### src/rtl/nvb_pkg.sv
package nvb_pkg;
    localparam int BYTE_W = 8;
    localparam int ADDR_W = 2 * BYTE_W;

    typedef enum logic [1:0] {
        PORT_ADDR_LO = 2'd0,
        PORT_ADDR_HI = 2'd1,
        PORT_SPARE   = 2'd2,
        PORT_DATA    = 2'd3
    } io_port_e;

    localparam logic [BYTE_W-1:0] IDLE_BYTE = '1;

    typedef struct packed {
        logic [ADDR_W-1:0] addr;
    } latch_st_t;

    typedef struct packed {
        logic pass;
    } rsp_st_t;
endpackage

### src/rtl/nvb_addr_latch.sv
module nvb_addr_latch
    import nvb_pkg::*;
(
    input  logic              clk,
    input  logic              rst_n,
    input  logic              ld_lo,
    input  logic              ld_hi,
    input  logic              clr,
    input  logic [BYTE_W-1:0] byte_in,
    output logic [ADDR_W-1:0] addr_q
);
    latch_st_t st_d, st_q;

    always_comb begin
        st_d = st_q;
        if (clr) begin
            st_d.addr = '0;
        end else if (ld_lo) begin
            st_d.addr[BYTE_W-1:0] = byte_in;
        end else if (ld_hi) begin
            st_d.addr[ADDR_W-1:BYTE_W] = byte_in;
        end
    end

    always_ff @(posedge clk or negedge rst_n) begin
        if (!rst_n) st_q <= '0;
        else        st_q <= st_d;
    end

    assign addr_q = st_q.addr;


    latch_clear_chk: assert property (@(posedge clk) disable iff (!rst_n)
        clr |=> addr_q == '0);


    lo_keeps_hi_chk: assert property (@(posedge clk) disable iff (!rst_n)
        (ld_lo && !clr) |=> addr_q[ADDR_W-1:BYTE_W] == $past(addr_q[ADDR_W-1:BYTE_W]));


    hi_keeps_lo_chk: assert property (@(posedge clk) disable iff (!rst_n)
        (ld_hi && !clr && !ld_lo) |=> addr_q[BYTE_W-1:0] == $past(addr_q[BYTE_W-1:0]));


    latch_hold_chk: assert property (@(posedge clk) disable iff (!rst_n)
        !(ld_lo || ld_hi || clr) |=> $stable(addr_q));
endmodule

### src/rtl/nvb_lock_regs.sv
module nvb_lock_regs #(
    parameter int NUM_LOCKS = 2,
    localparam int LIDX_W = (NUM_LOCKS > 1) ? $clog2(NUM_LOCKS) : 1
) (
    input  logic                 clk,
    input  logic                 rst_n,
    input  logic                 toggle,
    input  logic [LIDX_W-1:0]    sel,
    output logic [NUM_LOCKS-1:0] lock_q
);
    logic [NUM_LOCKS-1:0] lk_d, lk_q;

    always_comb begin
        lk_d = lk_q;
        for (int i = 0; i < NUM_LOCKS; i++) begin
            if (toggle && (32'(sel) == i)) lk_d[i] = ~lk_q[i];
        end
    end

    always_ff @(posedge clk or negedge rst_n) begin
        if (!rst_n) lk_q <= '0;
        else        lk_q <= lk_d;
    end

    assign lock_q = lk_q;


    lock_flip_chk: assert property (@(posedge clk) disable iff (!rst_n)
        toggle |=> $countones(lock_q ^ $past(lock_q)) == 1);


    lock_hold_chk: assert property (@(posedge clk) disable iff (!rst_n)
        !toggle |=> $stable(lock_q));


    lock_reset_chk: assert property (@(posedge clk)
        !rst_n |=> lock_q == '0);
endmodule

### src/rtl/nvb_access_chk.sv
module nvb_access_chk
    import nvb_pkg::*;
#(
    parameter int MEM_SIZE  = 2048,
    parameter int NUM_LOCKS = 2,
    parameter int LOCK_BASE = 32,
    parameter int LOCK_SPAN = 16
) (
    input  logic [ADDR_W-1:0]    addr,
    input  logic [NUM_LOCKS-1:0] lock_q,
    output logic                 in_range,
    output logic                 locked,
    output logic                 allow
);
    localparam logic [31:0] SIZE_W = 32'(MEM_SIZE);

    logic [31:0]          addr_w;
    logic [NUM_LOCKS-1:0] hit;

    assign addr_w = {{(32-ADDR_W){1'b0}}, addr};

    for (genvar g = 0; g < NUM_LOCKS; g++) begin : g_region
        localparam logic [31:0] LO = 32'(LOCK_BASE + g * LOCK_SPAN);
        localparam logic [31:0] HI = 32'(LOCK_BASE + (g + 1) * LOCK_SPAN);
        assign hit[g] = (addr_w >= LO) && (addr_w < HI);
    end

    assign in_range = addr_w < SIZE_W;
    assign locked   = |(hit & lock_q);
    assign allow    = in_range && !locked;
endmodule

### src/rtl/nvram_bridge.sv
module nvram_bridge
    import nvb_pkg::*;
#(
    parameter int MEM_SIZE  = 2048,
    parameter int NUM_LOCKS = 2,
    parameter int LOCK_BASE = 32,
    parameter int LOCK_SPAN = 16,
    localparam int LIDX_W   = (NUM_LOCKS > 1) ? $clog2(NUM_LOCKS) : 1
) (
    input  logic              clk,
    input  logic              rst_n,
    input  logic              io_sel,
    input  logic              io_wr,
    input  logic [1:0]        io_port,
    input  logic [BYTE_W-1:0] io_wdata,
    output logic [BYTE_W-1:0] io_rdata,
    input  logic              lock_toggle,
    input  logic [LIDX_W-1:0] lock_sel,
    output logic [ADDR_W-1:0] mem_addr,
    output logic [BYTE_W-1:0] mem_wdata,
    output logic              mem_we,
    output logic              mem_re,
    input  logic [BYTE_W-1:0] mem_rdata
);
    io_port_e             port;
    logic                 wr_lo, wr_hi, wr_data, rd_data;
    logic [ADDR_W-1:0]    addr_q;
    logic [NUM_LOCKS-1:0] lock_q;
    logic                 in_range, locked, allow;
    rsp_st_t              rsp_d, rsp_q;

    assign port    = io_port_e'(io_port);
    assign wr_lo   = io_sel &&  io_wr && (port == PORT_ADDR_LO);
    assign wr_hi   = io_sel &&  io_wr && (port == PORT_ADDR_HI);
    assign wr_data = io_sel &&  io_wr && (port == PORT_DATA);
    assign rd_data = io_sel && !io_wr && (port == PORT_DATA);

    nvb_addr_latch u_latch (
        .clk     (clk),
        .rst_n   (rst_n),
        .ld_lo   (wr_lo),
        .ld_hi   (wr_hi),
        .clr     (wr_data),
        .byte_in (io_wdata),
        .addr_q  (addr_q)
    );

    nvb_lock_regs #(.NUM_LOCKS(NUM_LOCKS)) u_locks (
        .clk    (clk),
        .rst_n  (rst_n),
        .toggle (lock_toggle),
        .sel    (lock_sel),
        .lock_q (lock_q)
    );

    nvb_access_chk #(
        .MEM_SIZE  (MEM_SIZE),
        .NUM_LOCKS (NUM_LOCKS),
        .LOCK_BASE (LOCK_BASE),
        .LOCK_SPAN (LOCK_SPAN)
    ) u_chk (
        .addr     (addr_q),
        .lock_q   (lock_q),
        .in_range (in_range),
        .locked   (locked),
        .allow    (allow)
    );

    always_comb begin
        rsp_d      = rsp_q;
        rsp_d.pass = rd_data && allow;
    end

    always_ff @(posedge clk or negedge rst_n) begin
        if (!rst_n) rsp_q <= '0;
        else        rsp_q <= rsp_d;
    end

    assign mem_addr  = addr_q;
    assign mem_wdata = io_wdata;
    assign mem_we    = wr_data && allow;
    assign mem_re    = rd_data && allow;
    assign io_rdata  = rsp_q.pass ? mem_rdata : IDLE_BYTE;


    mem_ops_excl_chk: assert property (@(posedge clk) disable iff (!rst_n)
        $onehot0({mem_we, mem_re}));


    we_needs_strobe_chk: assert property (@(posedge clk) disable iff (!rst_n)
        (mem_we || mem_re) |-> (io_sel && io_port == 2'd3));


    range_access_chk: assert property (@(posedge clk) disable iff (!rst_n)
        (mem_we || mem_re) |-> ({{(32-ADDR_W){1'b0}}, mem_addr} < 32'(MEM_SIZE)));


    nondata_read_chk: assert property (@(posedge clk) disable iff (!rst_n)
        (io_sel && !io_wr && io_port != 2'd3) |=> io_rdata == IDLE_BYTE);


    read_latency_chk: assert property (@(posedge clk) disable iff (!rst_n)
        mem_re |=> io_rdata == mem_rdata);


    range_read_chk: assert property (@(posedge clk) disable iff (!rst_n)
        (io_sel && !io_wr && !in_range) |=> io_rdata == IDLE_BYTE);

    for (genvar g = 0; g < NUM_LOCKS; g++) begin : g_lock_chk
        localparam logic [31:0] RLO = 32'(LOCK_BASE + g * LOCK_SPAN);
        localparam logic [31:0] RHI = 32'(LOCK_BASE + (g + 1) * LOCK_SPAN);

        locked_access_chk: assert property (@(posedge clk) disable iff (!rst_n)
            (mem_we || mem_re) |-> !(lock_q[g] &&
                ({{(32-ADDR_W){1'b0}}, mem_addr} >= RLO) &&
                ({{(32-ADDR_W){1'b0}}, mem_addr} <  RHI)));
    end


    locked_read_chk: assert property (@(posedge clk) disable iff (!rst_n)
        (io_sel && !io_wr && locked) |=> io_rdata == IDLE_BYTE);
endmodule

### config.mk
export PLATFORM = sky130hd
export DESIGN_NAME = nvram_bridge
export DESIGN_NICKNAME = d
export VERILOG_FILES = /design/src/rtl/nvb_pkg.sv /design/src/rtl/nvb_addr_latch.sv /design/src/rtl/nvb_lock_regs.sv /design/src/rtl/nvb_access_chk.sv /design/src/rtl/nvram_bridge.sv
export SDC_FILE = /design/constraint.sdc
export NUM_CORES = 1
export LEC_CHECK = 0
export BUFFER_PORTS_ARGS = -buffer_cell sky130_fd_sc_hd__buf_2
export CORE_MARGIN = 5
export CORE_UTILIZATION = 35
export CTS_CLUSTER_SIZE = 8
export DETAILED_ROUTE_END_ITERATION = 16
export MAX_ROUTING_LAYER = met4
export PLACE_DENSITY_LB_ADDON = 0.15
export SLEW_MARGIN = 25
export SYNTH_ARGS = -nofsm -noshare
export SYNTH_HDL_FRONTEND = slang
export SYNTH_SLANG_ARGS = --single-unit
### constraint.sdc
create_clock -name clk -period 3.4 [get_ports clk]
set_clock_uncertainty 0.1 [all_clocks]
set_input_delay 0.68 -clock clk [delete_from_list [all_inputs] [get_ports clk]]
set_output_delay 0.68 -clock clk [all_outputs]
set_load 0.02 [all_outputs]
* Word level (Yosys, flattened, before mapping) *
Cells that the tools add are included.

storage, ports and cells
  bits in registers = 19
  input port bits = 24
  output and inout port bits = 34
  logic and storage cells = 42

operators by class
  magnitude comparators = 5
  eq/ne operators = 3
  multiplexer cells = 5
  bitwise operators = 4
  reductions and logical operators = 20

operator list
  operator                                                      count
  >= comparator 16 x 6 -> 1 bit, second input constant          2
  2-to-1 mux 8 bit                                              4
  less-than comparator 16 x 12 -> 1 bit, second input constant  1
  less-than comparator 16 x 6 -> 1 bit, second input constant   1
  less-than comparator 16 x 7 -> 1 bit, second input constant   1
  2-to-1 mux 16 bit                                             1
  logical AND 1 bit                                             13
  nonzero test 2 bit                                            2
  inverter 1 bit                                                3
  bitwise AND 2 bit                                             1
  equality test 2 x 1 -> 1 bit, second input constant           1
  equality test 2 bit, second input constant                    1
  logical NOT 1 bit                                             2
  logical NOT 2 bit                                             1
  inequality test 2 bit, second input constant                  1
  AND reduction 2 bit                                           1
  OR reduction 2 bit                                            1

* Logic depth before layout (Yosys ltp) *
Gate-level depths: netlist (run 1).

  word-level depth = 7
  depth in mapped cells = 5
  mapped depth without buffers = 3

* Modules after synthesis *
From an unflattened synthesis (run 1), not the netlist that was laid out.

unflattened totals
  cells, all modules = 101
  area total of the unflattened synthesis = 1074.8 um2

by module, submodules not included
  module          instances  cells each  area each (um2)  sequential area each (um2)
  nvb_addr_latch  1          61          735.7            400.4
  nvram_bridge    1          25          185.2            25.0
  nvb_lock_regs   1          6           87.6             50.0
  nvb_access_chk  1          9           66.3             0.0

* Least setup slack after synthesis (run 1) *
No wires, ideal clock.

  path type = input to output
  start point = in io_port[1]
  end point = out mem_re
  arrival time = 1.879 ns
  data required time = 2.620 ns
  path slack = 0.741 ns
  stages = 4
  path buffers = 1
  cell sequence = clkbuf_1 inv_1 or3_1 nor4_2

on the way
  longest elaborated chain between the ends = 3

ends and longest elaborated chain
  item                 line                RTL
  start: declaration   nvram_bridge.sv:14  input logic [1:0] io_port,
  equality test 2 bit  nvram_bridge.sv:36  assign rd_data = io_sel && !io_wr && (port == PORT_DATA);
  logical AND 1 bit    nvram_bridge.sv:36
  logical AND 1 bit    nvram_bridge.sv:82  assign mem_re = rd_data && allow;
  end: declaration     nvram_bridge.sv:22  output logic mem_re,

No other way between the ends.

* Worst setup path in the final report (run 1) *
  start point = reg u_latch.st_q (netlist bit u_latch.addr_q[15])
  end point = out mem_re

on the way
  longest elaborated chain between the ends = 7
  elaborated cells on any way between the ends = 12
  those cells by class = order compare (5); bitwise (1); reduce/logical (6)

ends and longest elaborated chain
  item                                                   line                  RTL
  start: declaration                                     nvb_addr_latch.sv:12  latch_st_t st_d, st_q;
  start signal: assignment                               nvb_addr_latch.sv:27  else st_q <= st_d;
  >= comparator 16 x 6 -> 1 bit (tied with other cells)  nvb_access_chk.sv:25  assign hit[g] = (addr_w >= LO) && (addr_w < HI);
  logical AND 1 bit                                      nvb_access_chk.sv:25
  bitwise AND 2 bit                                      nvb_access_chk.sv:29  assign locked = |(hit & lock_q);
  OR reduction 2 bit                                     nvb_access_chk.sv:29
  logical NOT 1 bit                                      nvb_access_chk.sv:30  assign allow = in_range && !locked;
  logical AND 1 bit *                                    nvb_access_chk.sv:30
  logical AND 1 bit *                                    nvram_bridge.sv:82

Every way passes the cells marked *; elsewhere a longest branch is shown, timed or not.

==> results by group, run 1 <==
Layout
  – Nets: 173
  – Post-layout instance area: 1250 um2
  – Area growth, synth to finish: 29.1%
  – # fillers: 290
  – ANT cells: 0
  – Fin cells: 179
  – Final Util: 0.463
  – Proportion of layout cells with a drive suffix above 1: 0.426

Synthesis
  – Synth area leader: dfrtp_1
  – Syn Nets: 122
  – Mapped Cells: 98
  – Synth cell types: 21
  – Ys flop type: dfrtp_1
  – Synth Register Bits: 19
  – Post-synth EDFFs: 0
  – Ys async rst share: 1.00
  – Syn Std Cell Area: 971 um2
  – Synth top area cells: dfrtp_1 49%, nand2_1 7.3%, o2bb2ai_1 7.2%, a22oi_1 6.2%, buf_4 6.2%
  – Number of synthesis warnings: 0
  – Sequential fraction of the synthesis area: 0.490
  – Post-synth top cells: 19 x dfrtp_1, 19 x nand2_1, 9 x nand2b_1
  – Yosys top cell area share: 0.490
  – Avg Cell Area, Syn: 9.91 um2

Placed design
  – GP Congestion: 0.741
  – Placed standard-cell area: 1230 um2
  – Final HPWL DP: 2.23 mm
  – Cells after DPL: 175
  – Pre-CTS setup slack: 0.660 ns
  – Port-buffer cells: 57

Routing
  – Via-per-instance ratio: 5.20
  – Routed WL: 2.72 mm
  – Total via count in the routed design: 930
  – Drt first pass iters: 4
  – Drt drc: 0
  – 1st-iter DRT viols: 39
  – Mean routed wirelength per cell: 15.2 um
  – Routed Antenna Nets: 0

STA
  – Crit path time final: 2.83 ns
  – Setup TNS: 0 ns
  – Slew Limit Fails: 0
  – Slew @ Worst Pin: 0.441 ns
  – RSZ-0062 raised after global routing: no
  – Setup ws final: 0.571 ns
  – Slew headroom: 0.706
  – Fmax: 354 MHz
  – Setup violators final: 0
  – Final hold vios: 0
  – Final period utilization: 0.832

Setup path
  – Crit-path slowest cell: or4_1
  – RR Startpoint: u_latch.addr_q[15]
  – Req. time, crit path: 2.62 ns
  – Arr. time, crit path: 2.05 ns
  – Kind of end point of the critical path: output port
  – Register-to-register setup slack: 1.67 ns
  – Startpoint type of the worst setup path: register
  – Crit. Startpoint: u_latch.addr_q[15]
  – Crit path cell chain: or4_1 -> or3_1 -> nor4_2 -> buf_2
  – Crit path kind: register to output port
  – Max stage delay on crit path: 0.53 ns
  – Max Fanout on Critical Path: 3

Flow run
  – Max cap viols: 0

Global routing
  – Vias in the first global route: 962
  – Initial antenna violation count: 0
  – Largest net degree at the start of global routing: 20
  – GRT Total Usage: 0.144
  – First-pass GRT wire length: 4.42 mm
  – GR Overflow Total: 0

Floorplan
  – Die span in y: 62.7 um
  – Row Count: 19
  – I/O Pins: 58
  – Starting density of the core: 0.358
  – Total core area: 2710 um2
  – Die area: 3930 um2
  – Die Wd: 62.7 um

Clock tree
  – TritonCTS buffer count: 3
  – TritonCTS clock tree: done
  – Maximum clock insertion buffer count: 2
  – Root Driver: clkbuf_4
  – Hold buffers post-CTS: 0
  – Htree depth: 1
  – Skew-Pair Late Insertion Delay: 0.30 ns
  – Clock-pin slew on the worst setup and hold paths: 0.10 ns
  – Post-CTS Resized: 0
  – Clock sink total: 19
  – Setup repair bufs after CTS: 0

Outcome
  – Status: completed

Hold path
  – Min-delay worst type: input pin to async pin

Power and ir drop
  – Pwr Density: 528 nW/um2
  – Max VDD drop: 0.000344 V
  – Pleak: 0.000618 uW
-- area by class of cell --
cell class                 instances  area [um2]  area share
timing repair buffer              58         293       0.234
tap                               31        38.8      0.0309
clock buffer                       4        26.3      0.0210
sequential                        19         475       0.379
inverter                           1        3.75     0.00299
multi-input combinational         66         417       0.332
-- worst max-delay path: cells and delay by family, from the launching register on --
family        cells  cell delay, ns
simple gates      3            1.14
buf+inv           1            0.22
flops             1            0.40
-- cells by family after synthesis --
kind of cell / after synthesis / share of synthesized area
compound gates: 26 / 0.191
xor+xnor: 2 / 0.0180
buf+inv: 13 / 0.0812
flops: 19 / 0.490
mux: 1 / 0.0103
simple gates: 37 / 0.210
-- per-layer routing --
layer	global-route usage	share of wire
met5	-	0
met1	0.170	0.42
met3	0.0432	0.092
met2	0.231	0.47
met4	0.0557	0.018
-- report_power, final --
part / total [uW] / internal (uW) / switching [uW]
Sequential: 323 / 278 / 45.4
Clock: 115 / 45.7 / 69.4
Combinational: 223 / 93.9 / 130
-- flip-flops by register name, indices dropped and copies added, names as in the netlist --
| name | flops |
|---|---|
| rsp_q | 1 |
| u_latch.addr_q | 16 |
| u_locks.lock_q | 2 |
-- per-stage QoR --
stage               power (uW)  hold slack (ns)
detailed placement         554            0.367
finish                     661            0.207
floorplan                  466            0.284
global placement           552            0.365
global route               704            0.232
CTS                        672            0.212
-- layout by cell type (no fill, tap or decap) --
master,Yosys,final
nand2_1,19,19
nor4_2,1,1
mux2i_1,1,1
or4_1,2,2
buf_4,8,1
o21bai_1,1,1
a21o_1,1,1
and3b_1,2,2
a22oi_1,8,8
xnor2_1,2,2
clkbuf_1,3,1
nor3_1,1,1
nand3_1,1,1
o21ai_0,8,8
or3_1,1,1
nand2b_1,9,9
dfrtp_1,19,19
o2bb2ai_1,8,8
clkbuf_4,0,3
nor4b_2,1,1
buf_2,0,57
inv_1,1,1
-- path summary, 6_finish.rpt --
| path | end | cells past startpoint |
|---|---|---|
| setup / recovery | mem_re | 4 |
| max in group asynchronous | rsp_q | 1 |
| setup reg to reg | rsp_q | 3 |
| hold / removal | u_latch.addr_q[12] | 1 |
| min in group clk | u_locks.lock_q[0] | 1 |
| hold reg to reg | u_locks.lock_q[0] | 1 |
Note: power is estimated with default switching activity, not from simulation.
==> run 2: changes to the inputs <==
==> constraint.sdc (replaced) <==
create_clock -name clk -period 2.5 [get_ports clk]
set_clock_uncertainty 0.1 [all_clocks]
set_input_delay 0.5 -clock clk [delete_from_list [all_inputs] [get_ports clk]]
set_output_delay 0.5 -clock clk [all_outputs]
set_load 0.02 [all_outputs]
==> run 2 against run 1 <==
Sequential cell count unchanged. Cell count up 2.8%. Global-route usage up 0.35 points. Register-to-register slack worse by 0.89 ns. Largest cell class unchanged. Hold slack worse by 0.19 ns. Count of clock-buffer cells in the layout unchanged. Critical path depth unchanged. Utilization up 2.7 points. Sequential power up 36%. The run now ends with negative setup slack left. Power up 41%.
==> results by group, run 2 (same netlist as run 1, synthesis figures left out) <==
Floorplan
  – I/O Pins: 58 (unchanged)
  – Starting density of the core: 0.358 (unchanged)
  – Die area: 3930 um2 (unchanged)
  – Die span in y: 62.7 um (unchanged)
  – Total core area: 2710 um2 (unchanged)
  – Row Count: 19 (unchanged)
  – Die Wd: 62.7 um (unchanged)

Setup path
  – Max stage delay on crit path: 0.52 ns (about the same)
  – Crit path kind: register to output port
  – Req. time, crit path: 1.90 ns (-0.72 ns)
  – Max Fanout on Critical Path: 2 (-1)
  – Startpoint type of the worst setup path: register
  – Kind of end point of the critical path: output port
  – Crit-path slowest cell: or4_1
  – Arr. time, crit path: 1.92 ns (-0.13 ns)
  – Delay-heaviest family, CP: simple AND/OR/NAND/NOR gates
  – Register-to-register setup slack: 0.78 ns (-0.89 ns)
  – Worst path bufs/invs: 1 (unchanged)
  – Crit path cell chain: or4_1 -> or3_4 -> nor4_4 -> buf_4

Global routing
  – Initial antenna violation count: 0 (unchanged)
  – Vias in the first global route: 956 (-0.62%)
  – Largest net degree at the start of global routing: 20 (unchanged)
  – GRT Total Usage: 0.148 (+0.00352)
  – First-pass GRT wire length: 4.62 mm (+4.5%)
  – GR Overflow Total: 0 (unchanged)

Power and ir drop
  – Flop pwr share: 0.473 (-0.015)
  – Clock share of power: 0.169 (-0.005)
  – Pwr Density: 701 nW/um2 (+33%)
  – Switching Share: 0.371 (+0.00180)
  – Internal power: 585 uW (+40%)
  – Pleak: 0.000652 uW (+5.4%)
  – Switching pwr: 345 uW (+41%)
  – Combinational power share: 0.358 (+0.020)
  – Max VDD drop: 0.000419 V (+22%)

Clock tree
  – Maximum clock insertion buffer count: 2 (unchanged)
  – Clock-pin slew on the worst setup and hold paths: 0.11 ns (about the same)
  – TritonCTS buffer count: 3 (unchanged)
  – Hold buffers post-CTS: 0 (unchanged)
  – Skew-Pair Late Insertion Delay: 0.30 ns (about the same)
  – TritonCTS clock tree: done
  – Htree depth: 1 (unchanged)
  – Clock sink total: 19 (unchanged)
  – Root Driver: clkbuf_4

STA
  – Setup TNS: -0.0213 ns (-0.0213 ns)
  – Fmax: 397 MHz
  – RSZ-0062 raised after global routing: yes
  – Crit path time final: 2.52 ns
  – Slew @ Worst Pin: 0.436 ns (-0.00493 ns)
  – Slew headroom: 0.709 (+0.00329)
  – Final period utilization: 1.01
  – Setup violators final: 1 (+1)
  – Final hold vios: 0 (unchanged)
  – Hold_ws: 0.0164 ns (-0.191 ns)
  – Setup ws final: -0.0213 ns (-0.593 ns)
  – Slew Limit Fails: 0 (unchanged)

Layout
  – Most common cell after layout, fill and taps aside: buf_2
  – Area growth, synth to finish: 36.7%
  – Fin cells: 184 (+2.8%)
  – Commonest non-fill, non-tap cells in the layout: 55 x buf_2, 19 x nand2_1, 19 x dfrtp_1
  – Max FFs per register: 16 (unchanged)
  – Nets: 178 (+2.9%)
  – ANT cells: 0 (unchanged)
  – Proportion of layout cells with a drive suffix above 1: 0.464 (+0.0384)

Routing
  – Via-per-instance ratio: 5.11 (-1.6%)
  – Routed WL: 2.78 mm (+2.3%)
  – Mean routed wirelength per cell: 15.1 um (-0.50%)
  – Drt drc: 0 (unchanged)
  – Routed Antenna Nets: 0 (unchanged)
  – Drt first pass iters: 4 (unchanged)
  – Total via count in the routed design: 941 (+1.2%)
  – 1st-iter DRT viols: 26 (-33%)

Outcome
  – Failing checks: negative setup slack
  – Status: finished with violations

Placed design
  – Cells after DPL: 177 (+1.1%)
  – Final HPWL DP: 2.16 mm (-3.0%)
  – Port-buffer cells: 57 (unchanged)
  – GP Congestion: 0.783 (+5.8%)

Hold path
  – Min-delay worst type: input pin to async pin

Flow run
  – Max cap viols: 0 (unchanged)
## run 2: cell type report
cell class              instances  area [um2]
well taps                      31        38.8
repair buffers                 63         335
flip-flops and latches         19         475
clock buffers                   4        26.3
multi-input cells              66         448
fillers                       265        1380
inverters                       1        3.75
## run 2: timing repair
item | in CTS | in global routing
pin swaps | 1 | 0
gates resized for setup | 5 | 2
endpoints found under the setup margin | 2 | 2
setup buffers | 3 | 0
## run 2: path summary, 6_finish.rpt
| kind | from | cells past startpoint | endpoint |
|---|---|---|---|
| max in group asynchronous | rst_n | 1 | u_latch.addr_q[2] |
| min in group clk | lock_toggle | 3 | u_locks.lock_q[1] |
| max reg2reg | u_latch.addr_q[14] | 4 | rsp_q |
| min | rst_n | 1 | u_latch.addr_q[11] |
| min reg2reg | u_locks.lock_q[1] | 1 | u_locks.lock_q[1] |
| max | u_latch.addr_q[14] | 4 | mem_re |
## run 2: per-layer routing
metal	routed length [um]	track usage	up-vias
li1	-	-	453
met2	1330	0.236	51
met4	20	0.0318	0
met5	0	-	-
met3	296	0.0504	2
met1	1130	0.181	435
## run 2: power groups by stage
stage	sequential, uW	clock (uW)	combinational (uW)
2_1_floorplan	500	0	134
3_3_place_gp	441	0	310
3_5_place_dp	446	0	311
4_1_cts	439	165	334
5_1_grt	453	178	358
6_report	440	158	333
## run 2: through the flow
step                power [uW]  worst slack, ns  cell area [um2]   util
floorplan                  634            0.103              971      -
global placement           751            0.234             1240  0.458
detailed placement         756            0.156             1240  0.458
CTS                        939          -0.0407             1320  0.488
global route               989          -0.0833             1330  0.490
finish                     931          -0.0213             1330  0.490
==> run 3: changes to the inputs <==
--- a/config.mk
+++ b/config.mk
@@ -11,7 +11,7 @@
 export CTS_CLUSTER_SIZE = 8
 export DETAILED_ROUTE_END_ITERATION = 16
 export MAX_ROUTING_LAYER = met4
-export PLACE_DENSITY_LB_ADDON = 0.15
+export PLACE_DENSITY = 0.78
 export SLEW_MARGIN = 25
 export SYNTH_ARGS = -nofsm -noshare
 export SYNTH_HDL_FRONTEND = slang
==> constraint.sdc (replaced) <==
create_clock -name clk -period 2.47 [get_ports clk]
set_clock_uncertainty 0.1 [all_clocks]
set_input_delay 0.494 -clock clk [delete_from_list [all_inputs] [get_ports clk]]
set_output_delay 0.494 -clock clk [all_outputs]
set_load 0.02 [all_outputs]
==> run 3 against run 2 <==
Worst setup slack worse by 0.037 ns. First-iteration DRC count down 19%. The run still ends with negative setup slack left. Largest cell class unchanged. Sequential share of layout area up 0.31 points. Non-clock buffer count down 1. Cell count down 0.54%. Power up 0.41%. Clock power about the same. Global-route usage up 0.093 points. Sequential cell count unchanged. Die area unchanged. Critical path depth unchanged. Count of clock-buffer cells in the layout unchanged.
==> results by group, run 3 (same netlist as run 1, synthesis figures left out) <==
STA
  – Final hold vios: 0 (unchanged)
  – Final period utilization: 1.02
  – Slew Limit Fails: 0 (unchanged)
  – Crit path time final: 2.53 ns
  – Hold_ws: 0.00632 ns (-0.0101 ns)
  – Setup violators final: 2 (+1)
  – Slew @ Worst Pin: 0.410 ns (-0.0254 ns)
  – Setup ws final: -0.0581 ns (-0.0368 ns)
  – Fmax: 396 MHz
  – RSZ-0062 raised after global routing: yes
  – Setup TNS: -0.0820 ns (-0.0606 ns)
  – Slew headroom: 0.726 (+0.0169)

Clock tree
  – TritonCTS buffer count: 3 (unchanged)
  – TritonCTS clock tree: done
  – Clock-pin slew on the worst setup and hold paths: 0.10 ns (about the same)
  – Maximum clock insertion buffer count: 2 (unchanged)
  – Hold buffers post-CTS: 0 (unchanged)
  – Root Driver: clkbuf_4
  – Clock sink total: 19 (unchanged)
  – Skew-Pair Late Insertion Delay: 0.30 ns (about the same)
  – Htree depth: 1 (unchanged)

Flow run
  – Max cap viols: 0 (unchanged)

Layout
  – Proportion of layout cells with a drive suffix above 1: 0.454 (-0.0101)
  – Area of the multi-input gates: 444 um2 (-0.84%)
  – Fin cells: 183 (-0.54%)
  – Max FFs per register: 16 (unchanged)
  – Area growth, synth to finish: 35.6%
  – ANT cells: 0 (unchanged)
  – Seq. cell area: 475 um2 (unchanged)
  – Commonest non-fill, non-tap cells in the layout: 55 x buf_2, 19 x nand2_1, 19 x dfrtp_1
  – Nets: 177 (-0.56%)
  – Post-layout instance area: 1320 um2 (-0.85%)
  – # fillers: 272 (+2.6%)
  – Most common cell after layout, fill and taps aside: buf_2

Power and ir drop
  – Pleak: 0.000645 uW (-1.0%)
  – Pwr Density: 710 nW/um2 (+1.3%)
  – Max VDD drop: 0.000414 V (-1.1%)
  – Final total power: 935 uW (+0.41%)

Routing
  – Mean routed wirelength per cell: 15.4 um (+1.8%)
  – 1st-iter DRT viols: 21 (-19%)
  – Via-per-instance ratio: 5.21 (+1.9%)
  – Routed Antenna Nets: 0 (unchanged)
  – Total via count in the routed design: 954 (+1.4%)
  – Routed WL: 2.81 mm (+1.2%)
  – M1 wire length: 1.15 mm (+1.3%)
  – Met2 routed WL: 1.32 mm (-0.75%)
  – Drt first pass iters: 4 (unchanged)
  – Drt drc: 0 (unchanged)
  – DR WL met3: 285 um (-3.7%)
  – Max Used Layer: met4

Floorplan
  – Die area: 3930 um2 (unchanged)
  – Die Wd: 62.7 um (unchanged)
  – Total core area: 2710 um2 (unchanged)
  – Starting density of the core: 0.358 (unchanged)
  – I/O Pins: 58 (unchanged)
  – Row Count: 19 (unchanged)
  – Die span in y: 62.7 um (unchanged)

Placed design
  – Final HPWL DP: 2.22 mm (+2.8%)
  – Cells after DPL: 177 (unchanged)
  – Port-buffer cells: 57 (unchanged)
  – GP Congestion: 0.895 (+14%)
  – Placed standard-cell area: 1240 um2 (unchanged)

Setup path
  – Delay-heaviest family, CP: simple AND/OR/NAND/NOR gates
  – Worst path bufs/invs: 1 (unchanged)
  – Startpoint type of the worst setup path: register
  – Crit path cell chain: or4_1 -> or3_4 -> nor4_4 -> buf_4
  – Crit path kind: register to output port
  – Crit-path slowest cell: or4_1
  – Arr. time, crit path: 1.93 ns (about the same)
  – Req. time, crit path: 1.88 ns (-0.02 ns)
  – Max Fanout on Critical Path: 2 (unchanged)
  – Max stage delay on crit path: 0.52 ns (about the same)
  – Register-to-register setup slack: 0.83 ns (+0.05 ns)
  – Kind of end point of the critical path: output port

Global routing
  – Initial antenna violation count: 0 (unchanged)
  – Vias in the first global route: 972 (+1.7%)
  – GRT Total Usage: 0.149 (+0.000925)
  – Largest net degree at the start of global routing: 20 (unchanged)
  – GR Overflow Total: 0 (unchanged)
  – First-pass GRT wire length: 4.55 mm (-1.5%)

Hold path
  – Min-delay worst type: input pin to async pin

Outcome
  – Failing checks: negative setup slack
  – Status: finished with violations
==> run 3: path summary, 6_finish.rpt <==
| kind | startpoint | end | depth (start not counted) |
|---|---|---|---|
| setup reg to reg | u_latch.addr_q[15] | rsp_q | 3 |
| hold reg to reg | u_locks.lock_q[1] | u_locks.lock_q[1] | 1 |
| max in group asynchronous | rst_n | u_latch.addr_q[12] | 1 |
| setup / recovery | u_latch.addr_q[15] | mem_re | 4 |
| min in group clk | io_wr | rsp_q | 2 |
| hold / removal | rst_n | u_latch.addr_q[2] | 1 |
==> run 3: worst reg2reg max path: stages, from the launching register on <==
cell     delay [ns]
dfrtp_1        0.40
or4_1          0.52
or3_4          0.37
nor4_4         0.16
==> run 3: stage by stage <==
step,worst slack [ns],util
2_1_floorplan,0.0793,-
3_3_place_gp,0.200,0.458
3_5_place_dp,0.151,0.458
4_1_cts,-0.0558,0.486
5_1_grt,-0.129,0.486
6_report,-0.0581,0.486
==> run 3: cell type report <==
type	instances	area share
Inverter	1	0.00285
Clock buffer	4	0.0200
Sequential cell	19	0.361
Timing Repair Buffer	62	0.249
Tap cell	31	0.0295
Multi-Input combinational cell	66	0.337
==> run 3: repair_timing <==
item	4_1_cts	5_1_grt
buffers inserted	2	0
endpoints found under the setup margin	2	2
pin swaps	1	0
resized for setup	6	0
==> run 3: where the power goes <==
group          switching [uW]  internal (uW)  total [uW]
Sequential               60.8            382         443
Clock                    93.2           63.0         156
Combinational             192            143         336
==> run 3: layer usage <==
layer | global-route usage | vias up
met2 | 0.236 | 51
li1 | - | 447
met5 | - | -
met1 | 0.175 | 450
met3 | 0.0378 | 6
met4 | 0.0716 | 0
